--- src/rtl/mrl_pkg.sv ---
package mrl_pkg;
  typedef enum logic {
    OP_LMW = 1'b0,
    OP_LQ  = 1'b1
  } mrl_op_e;

  typedef enum logic [1:0] {
    ST_IDLE  = 2'd0,
    ST_ISSUE = 2'd1,
    ST_WAIT  = 2'd2,
    ST_FIN   = 2'd3
  } mrl_st_e;
endpackage

--- src/rtl/mrl_ctrl.sv ---
module mrl_ctrl
  import mrl_pkg::*;
#(
  parameter int AW    = 32,
  parameter int NREG  = 32,
  parameter int WSTEP = 4,
  parameter int QSTEP = 8,
  localparam int RW   = $clog2(NREG)
) (
  input  logic          clk_i,
  input  logic          rst_ni,
  input  logic          start_i,
  input  logic          op_i,
  input  logic [RW-1:0] rt_i,
  input  logic [AW-1:0] ea_i,
  input  logic          le_i,
  input  logic          rsp_valid_i,
  output logic          req_valid_o,
  output logic [AW-1:0] req_addr_o,
  output logic          req_quad_o,
  output logic          beat_we_o,
  output mrl_op_e       op_o,
  output logic          le_o,
  output logic [RW-1:0] rt_o,
  output logic [RW-1:0] idx_o,
  output logic          beat_o,
  output logic          busy_o,
  output logic          done_o,
  output logic          illegal_o
);
  mrl_st_e       st_q, st_d;
  mrl_op_e       op_q;
  logic          le_q, beat_q, ill_q;
  logic [RW-1:0] rt_q, idx_q;
  logic [AW-1:0] addr_q;
  logic          last_beat, accept, odd_pair;

  assign accept    = (st_q == ST_IDLE) && start_i;
  assign odd_pair  = (mrl_op_e'(op_i) == OP_LQ) && rt_i[0];
  assign last_beat = (op_q == OP_LMW) ? (idx_q == RW'(NREG - 1)) : beat_q;
  assign beat_we_o = (st_q == ST_WAIT) && rsp_valid_i;

  always_comb begin
    st_d = st_q;
    unique case (st_q)
      ST_IDLE:  if (accept && !odd_pair) st_d = ST_ISSUE;
      ST_ISSUE: st_d = ST_WAIT;
      ST_WAIT:  if (rsp_valid_i) st_d = last_beat ? ST_FIN : ST_ISSUE;
      ST_FIN:   st_d = ST_IDLE;
      default:  st_d = ST_IDLE;
    endcase
  end

  always_ff @(posedge clk_i or negedge rst_ni) begin
    if (!rst_ni) begin
      st_q   <= ST_IDLE;
      op_q   <= OP_LMW;
      le_q   <= 1'b0;
      beat_q <= 1'b0;
      ill_q  <= 1'b0;
      rt_q   <= '0;
      idx_q  <= '0;
      addr_q <= '0;
    end else begin
      st_q  <= st_d;
      ill_q <= accept && odd_pair;
      if (accept && !odd_pair) begin
        op_q   <= mrl_op_e'(op_i);
        le_q   <= le_i;
        rt_q   <= rt_i;
        idx_q  <= rt_i;
        addr_q <= ea_i;
        beat_q <= 1'b0;
      end else if (beat_we_o && !last_beat) begin
        idx_q  <= idx_q + 1'b1;
        beat_q <= ~beat_q;
        addr_q <= addr_q + AW'((op_q == OP_LQ) ? QSTEP : WSTEP);
      end
    end
  end

  assign req_valid_o = (st_q == ST_ISSUE);
  assign req_addr_o  = addr_q;
  assign req_quad_o  = (op_q == OP_LQ);
  assign op_o        = op_q;
  assign le_o        = le_q;
  assign rt_o        = rt_q;
  assign idx_o       = idx_q;
  assign beat_o      = beat_q;
  assign busy_o      = (st_q != ST_IDLE);
  assign done_o      = (st_q == ST_FIN);
  assign illegal_o   = ill_q;

  assert_req_pulse_R7: assert property (@(posedge clk_i) disable iff (!rst_ni)
    req_valid_o |=> !req_valid_o);
  assert_no_req_on_write_R7: assert property (@(posedge clk_i) disable iff (!rst_ni)
    beat_we_o |-> !req_valid_o);
  assert_illegal_quiet_R6: assert property (@(posedge clk_i) disable iff (!rst_ni)
    illegal_o |-> (!busy_o && !req_valid_o && !beat_we_o));
  assert_done_pulse_R9: assert property (@(posedge clk_i) disable iff (!rst_ni)
    done_o |=> !done_o);
  assert_done_after_write_R9: assert property (@(posedge clk_i) disable iff (!rst_ni)
    done_o |-> $past(beat_we_o));
  assert_busy_hold_R10: assert property (@(posedge clk_i) disable iff (!rst_ni)
    (busy_o && start_i && !done_o) |=> busy_o);
endmodule

--- src/rtl/mrl_fmt.sv ---
module mrl_fmt
  import mrl_pkg::*;
#(
  parameter int DW   = 64,
  parameter int NREG = 32,
  localparam int RW  = $clog2(NREG),
  localparam int NB  = DW / 8,
  localparam int WW  = DW / 2
) (
  input  mrl_op_e       op_i,
  input  logic          le_i,
  input  logic          beat_i,
  input  logic [RW-1:0] rt_i,
  input  logic [RW-1:0] idx_i,
  input  logic [DW-1:0] rsp_data_i,
  output logic [RW-1:0] rf_idx_o,
  output logic [DW-1:0] rf_data_o
);
  logic [DW-1:0] rev;

  for (genvar g = 0; g < NB; g++) begin : g_rev
    assign rev[g*8 +: 8] = rsp_data_i[(NB-1-g)*8 +: 8];
  end

  always_comb begin
    if (op_i == OP_LMW) begin
      rf_idx_o  = idx_i;
      rf_data_o = {{(DW-WW){1'b0}}, rsp_data_i[WW-1:0]};
    end else begin
      // little-endian swaps which half of the pair each beat lands in
      rf_idx_o  = {rt_i[RW-1:1], beat_i ^ le_i};
      rf_data_o = le_i ? rev : rsp_data_i;
    end
  end
endmodule

--- src/rtl/mrl_seq.sv ---
module mrl_seq
  import mrl_pkg::*;
#(
  parameter int AW   = 32,
  parameter int DW   = 64,
  parameter int NREG = 32,
  localparam int RW  = $clog2(NREG),
  localparam int SZW = 4
) (
  input  logic           clk_i,
  input  logic           rst_ni,
  input  logic           start_i,
  input  logic           op_i,
  input  logic [RW-1:0]  rt_i,
  input  logic [AW-1:0]  ea_i,
  input  logic           le_i,
  input  logic           rsp_valid_i,
  input  logic [DW-1:0]  rsp_data_i,
  output logic           req_valid_o,
  output logic [AW-1:0]  req_addr_o,
  output logic [SZW-1:0] req_size_o,
  output logic           rf_we_o,
  output logic [RW-1:0]  rf_idx_o,
  output logic [DW-1:0]  rf_data_o,
  output logic           busy_o,
  output logic           done_o,
  output logic           illegal_o
);
  localparam int QBYTES = DW / 8;
  localparam int WBYTES = DW / 16;

  mrl_op_e       op_w;
  logic          le_w, beat_w, quad_w;
  logic [RW-1:0] rt_w, idx_w;

  mrl_ctrl #(
    .AW(AW), .NREG(NREG), .WSTEP(WBYTES), .QSTEP(QBYTES)
  ) u_ctrl (
    .clk_i(clk_i), .rst_ni(rst_ni), .start_i(start_i), .op_i(op_i),
    .rt_i(rt_i), .ea_i(ea_i), .le_i(le_i), .rsp_valid_i(rsp_valid_i),
    .req_valid_o(req_valid_o), .req_addr_o(req_addr_o), .req_quad_o(quad_w),
    .beat_we_o(rf_we_o), .op_o(op_w), .le_o(le_w), .rt_o(rt_w),
    .idx_o(idx_w), .beat_o(beat_w), .busy_o(busy_o), .done_o(done_o),
    .illegal_o(illegal_o)
  );

  mrl_fmt #(.DW(DW), .NREG(NREG)) u_fmt (
    .op_i(op_w), .le_i(le_w), .beat_i(beat_w), .rt_i(rt_w), .idx_i(idx_w),
    .rsp_data_i(rsp_data_i), .rf_idx_o(rf_idx_o), .rf_data_o(rf_data_o)
  );

  assign req_size_o = SZW'(quad_w ? QBYTES : WBYTES);

  assert_lq_pair_R4: assert property (@(posedge clk_i) disable iff (!rst_ni)
    (rf_we_o && quad_w) |-> (rf_idx_o[RW-1:1] == rt_w[RW-1:1]));
  assert_lmw_zext_R3: assert property (@(posedge clk_i) disable iff (!rst_ni)
    (rf_we_o && !quad_w) |-> (rf_data_o[DW-1:DW/2] == '0));
endmodule

--- config.mk ---
export PLATFORM = sky130hd
export DESIGN_NAME = mrl_seq
export DESIGN_NICKNAME = d
export VERILOG_FILES = /design/src/rtl/mrl_pkg.sv /design/src/rtl/mrl_ctrl.sv /design/src/rtl/mrl_fmt.sv /design/src/rtl/mrl_seq.sv
export SDC_FILE = /design/constraint.sdc
export NUM_CORES = 1
export LEC_CHECK = 0
export CAP_MARGIN = 20
export CELL_PAD_IN_SITES_DETAIL_PLACEMENT = 1
export CELL_PAD_IN_SITES_GLOBAL_PLACEMENT = 2
export CORE_ASPECT_RATIO = 0.9
export CORE_MARGIN = 10
export CORE_UTILIZATION = 23
export DETAILED_ROUTE_END_ITERATION = 16
export MAX_ROUTING_LAYER = met4
export PLACE_DENSITY_LB_ADDON = 0.15
export SLEW_MARGIN = 40
export SYNTH_ARGS = -nofsm -noshare
export SYNTH_HDL_FRONTEND = slang
export SYNTH_HIERARCHICAL = 1
export SYNTH_SLANG_ARGS = --single-unit
--- constraint.sdc ---
create_clock -name clk_i -period 6.2 [get_ports clk_i]
set_input_delay 1.24 -clock clk_i [delete_from_list [all_inputs] [get_ports clk_i]]
set_output_delay 1.24 -clock clk_i [all_outputs]
set_load 0.005 [all_outputs]
**Yosys cells after proc, flatten, opt, wreduce, memory -nomap -nowiden**

Cells that the tools add are included.

- Logic and storage cells: 45
- Flip-flop bits (word level): 48
- Input bits: 107
- Output and inout bits: 110

- Eq/ne operators: 6
- Bitwise operators: 2
- Reduce and logical (&&, ||, !) cells: 12
- Mux-type cells: 15
- Add/sub/neg operators: 2

Operators with widths:

| cell | count |
|---|---|
| $mux W64 | 2 |
| $mux W32 | 2 |
| $add A32 B32 Y32 | 1 |
| $mux W5 | 3 |
| $pmux W2 S4 | 1 |
| $logic_and A1 B1 Y1 | 6 |
| $mux W2 | 3 |
| $add A5 B1 Y5 const B | 1 |
| $eq A5 B5 Y1 const B | 1 |
| $eq A2 B2 Y1 const B | 2 |
| $mux W4 | 1 |
| $ne A2 B2 Y1 const B | 2 |
| $reduce_bool A2 Y1 | 2 |
| $mux W1 | 3 |
| $eq A2 B1 Y1 const B | 1 |
| $logic_not A1 Y1 | 2 |
| $logic_not A2 Y1 | 1 |
| $reduce_and A2 Y1 | 1 |
| $not A1 Y1 | 1 |
| $xor A1 B1 Y1 | 1 |

**Logic depth before layout (Yosys ltp)**

- Depth in word-level cells: 6
- Mapped depth: 9
- Depth with buffers taken out: 8

**Modules after synthesis**

The synthesis kept the hierarchy.

Modules (own cells, without submodules):

| module | area each (µm²) | instances | cells an instance | seq. area each (µm²) |
|---|---|---|---|---|
| mrl_ctrl | 2,529.9 | 1 | 277 | 1,201.2 |
| mrl_fmt | 1,153.6 | 1 | 115 | 0.0 |
| mrl_seq | 30.0 | 1 | 5 | 0.0 |

**Least setup slack after synthesis**

No wires, ideal clock.

- Path kind: input -> output
- From: in rsp_data_i[50]
- To: out rf_data_o[10]
- Cell stages on the path: 1
- Data arrival time: 1,495 ps
- Setup slack: 3,465 ps
- Data required time: 4,960 ps
- Path buffers: 0
- Cell sequence: mux2_4

- Word-level cells in the longest chain between the ends: 2

Ends and longest elaborated chain:

| what | RTL line | text |
|---|---|---|
| start, declared | mrl_seq.sv:18 | `input logic [DW-1:0] rsp_data_i,` |
| $mux W64 | mrl_fmt.sv:32 | `rf_data_o = le_i ? rev : rsp_data_i;` |
| $mux W64 | mrl_fmt.sv:26 | `if (op_i == OP_LMW) begin` |
| end, declared | mrl_seq.sv:24 | `output logic [DW-1:0] rf_data_o,` |

Every way passes these cells.

**Final worst setup path**

- From: reg u_ctrl.le_q, in the netlist u_ctrl/le_o
- To: out rf_data_o[26]

- Word-level cells in the longest chain between the ends: 2

Ends and longest elaborated chain:

| what | RTL line | text |
|---|---|---|
| start, declared | mrl_ctrl.sv:33 | `logic le_q, beat_q, ill_q;` |
| start signal, assigned | mrl_ctrl.sv:69 | `le_q <= le_i;` |
| $mux W64 | mrl_fmt.sv:32 |  |
| $mux W64 | mrl_fmt.sv:26 |  |

Every way passes these cells.

==> out/results.txt <==
Status -> complete, no violations
Reg2reg path depth -> 10
Area growth syn-to-layout -> 66.04%
Fill cell count -> 1752
Clk_lat worst skew -> 0.29 ns
Post-DP Area -> 5939 sq um
Worst slew margin -> 55.81%
Reg clk slew, reported paths -> 0.07 ns
Worst VDD drop -> 0.1732 mV
Worst endpoint data arrival time -> 2.57 ns
CP max FO -> 35
Post-cts sizing count -> 0
RSZ-0062 raised after global routing -> false
Clock Skew -> 0.009775 ns
FF-to-FF End -> u_ctrl/req_addr_o[26]$_DFFE_PN0P_
Max Clk Rate -> 262.7 MHz
FP Rows -> 43
Via density -> 4.514
Critical Path RT -> 4.96 ns
DR vias -> 3593
R2r setup slk -> 3.40 ns
Setup Buffers After CTS -> 0
Commonest cells after routing, fill and taps aside -> clkdlybuf4s50_1 (213), nand2_1 (56), dfrtp_1 (46), mux2i_1 (35), nor2b_1 (34)
First-pass GRT wire length -> 23530 microns
# port buffers -> 214
Tot GR Track Use -> 13.82%
Post-Syn Area per Cell -> 9.343 sq um
Finish-stage setup viols -> 0
Starting Density -> 23.67%
Fin crit period -> 3.806 ns
Pleak -> 2.516 nW
Fin area -> 6112 sq um
Die width -> 153.4 microns
Dpl hpwl -> 12080 microns
CTS tree -> done
Worst Hold Endpoint -> u_ctrl/rt_o[1]$_DFFE_PN0P_
Initial antenna violation count -> 1
Final max-slew violation count -> 0
Clock Path Buffers -> 2
WHS Path Cells -> 2
Storage cell area -> 1180 sq um
Final hold vios -> 0
Drt total wl -> 15210 microns
Worst-margin pin slew -> 0.6629 ns
Crit path kind -> reg2out
Grt ovf -> 0
Setup_tns -> 0 ns
Number of global-route vias before repair -> 3922
I/O pin count -> 217
DR pass1 iterations -> 4
Multi-input gate area -> 2313 sq um
Hold WC Path Type -> reg2reg
Clock sink count -> 47
Die Y -> 140.0 microns
Commonest non-fill, non-tap cell in the layout -> clkdlybuf4s50_1
DRC Markers -> 0
Final #Nets -> 704
Root Buffer -> clkbuf_16
H-tree levels -> 2
CP Launch Type -> flip-flop
Die Area -> 21470 sq um
Layout cells sized above 1 -> 9.949%
Period Utilization, post-route -> 61.39%
Mapped Area -> 3681 sq um
Gate Count Post-Synth -> 394
Hold path start -> u_ctrl/rt_o[1]$_DFFE_PN0P_
Core Region -> 15550 sq um
Pin count of the biggest net entering global routing -> 60
Detail Route Antenna Nets -> 0
Pwr/cell area -> 392.0 nW/um^2
Crit Reg-Reg Startpoint -> u_ctrl/op_o$_DFFE_PN0P_
RePlAce Congestion -> 0.7882
Iter 0 DRT Violations -> 101
Routed WL per cell -> 19.11 microns
Maxcap violations -> 0
Setup crit end kind -> primary output
Cts hold-fix bufs -> 0
Total CTS buffers -> 5
Synth warn -> 6
==> worst max-delay path by stage <==
stage | cells after the start | endpoint | slack (ns) | start
2_1_floorplan | 1 | rf_data_o[10] | 3.46 | rsp_data_i[50]
3_3_place_gp | 3 | rf_data_o[12] | 2.37 | u_ctrl/le_o$_DFFE_PN0P_
3_5_place_dp | 4 | rf_data_o[45] | 2.39 | rsp_data_i[21]
4_1_cts | 3 | rf_data_o[12] | 2.37 | u_ctrl/le_o$_DFFE_PN0P_
5_1_grt | 3 | rf_data_o[23] | 2.27 | u_ctrl/le_o$_DFFE_PN0P_
6_report | 3 | rf_data_o[26] | 2.39 | u_ctrl/le_o$_DFFE_PN0P_
==> area by class of cell <==
cell class              count  share of cell area (%)
well taps                 202                   4.135
flip-flops and latches     47                   19.30
repair buffers            219                   35.58
clock buffers               7                   2.170
clock inverters             1                  0.4913
inverters                   7                  0.4299
multi-input cells         312                   37.85
diodes                      1                 0.04094
==> metrics by stage <==
| step | util, % | cells | setup WS (ns) | power, mW | hold slack (ns) |
|---|---|---|---|---|---|
| 3_5_place_dp | 38.20 | 786 | 2.395 | 2.129 | 0.4712 |
| 6_report | 39.31 | 796 | 2.394 | 2.396 | 0.4810 |
| 5_1_grt | 39.31 | 796 | 2.273 | 2.602 | 0.5195 |
| 4_1_cts | 39.25 | 794 | 2.367 | 2.456 | 0.4866 |
| 3_3_place_gp | 38.17 | 786 | 2.365 | 2.107 | 0.4535 |
| 2_1_floorplan | - | 395 | 3.465 | 1.319 | 0.4401 |
==> critical path, stage by stage, from the launching register on <==
cell	delay, ns
dfrtp_4	0.82
nand2_4	0.49
mux2_4	0.43
clkdlybuf4s50_1	0.47
==> per-layer routing <==
metal / share of wire, % / GRT usage, % / vias to the layer above
met5: 0 / - / -
met3: 5.6 / 3.949 / 10
met2: 52 / 24.19 / 100
li1: - / - / 1758
met4: 1.4 / 2.534 / 0
met1: 41 / 15.49 / 1725
==> report_power, final <==
| group | leakage, nW | switching (mW) | internal, mW |
|---|---|---|---|
| combinational | 1.87 | 0.542 | 0.876 |
| clock | 0.0781 | 0.117 | 0.191 |
| sequential | 0.572 | 0.218 | 0.451 |
==> sequential cells by signal (all words and copies together), names as in the netlist <==
signal and cells:
u_ctrl/illegal_o 1, u_ctrl/rt_o 4, u_ctrl/le_o 1, u_ctrl/req_addr_o 32, u_ctrl/op_o 1, u_ctrl/idx_o 5, u_ctrl/beat_o 1, u_ctrl/st_q 2
Note: power is estimated with default switching activity, not from simulation.
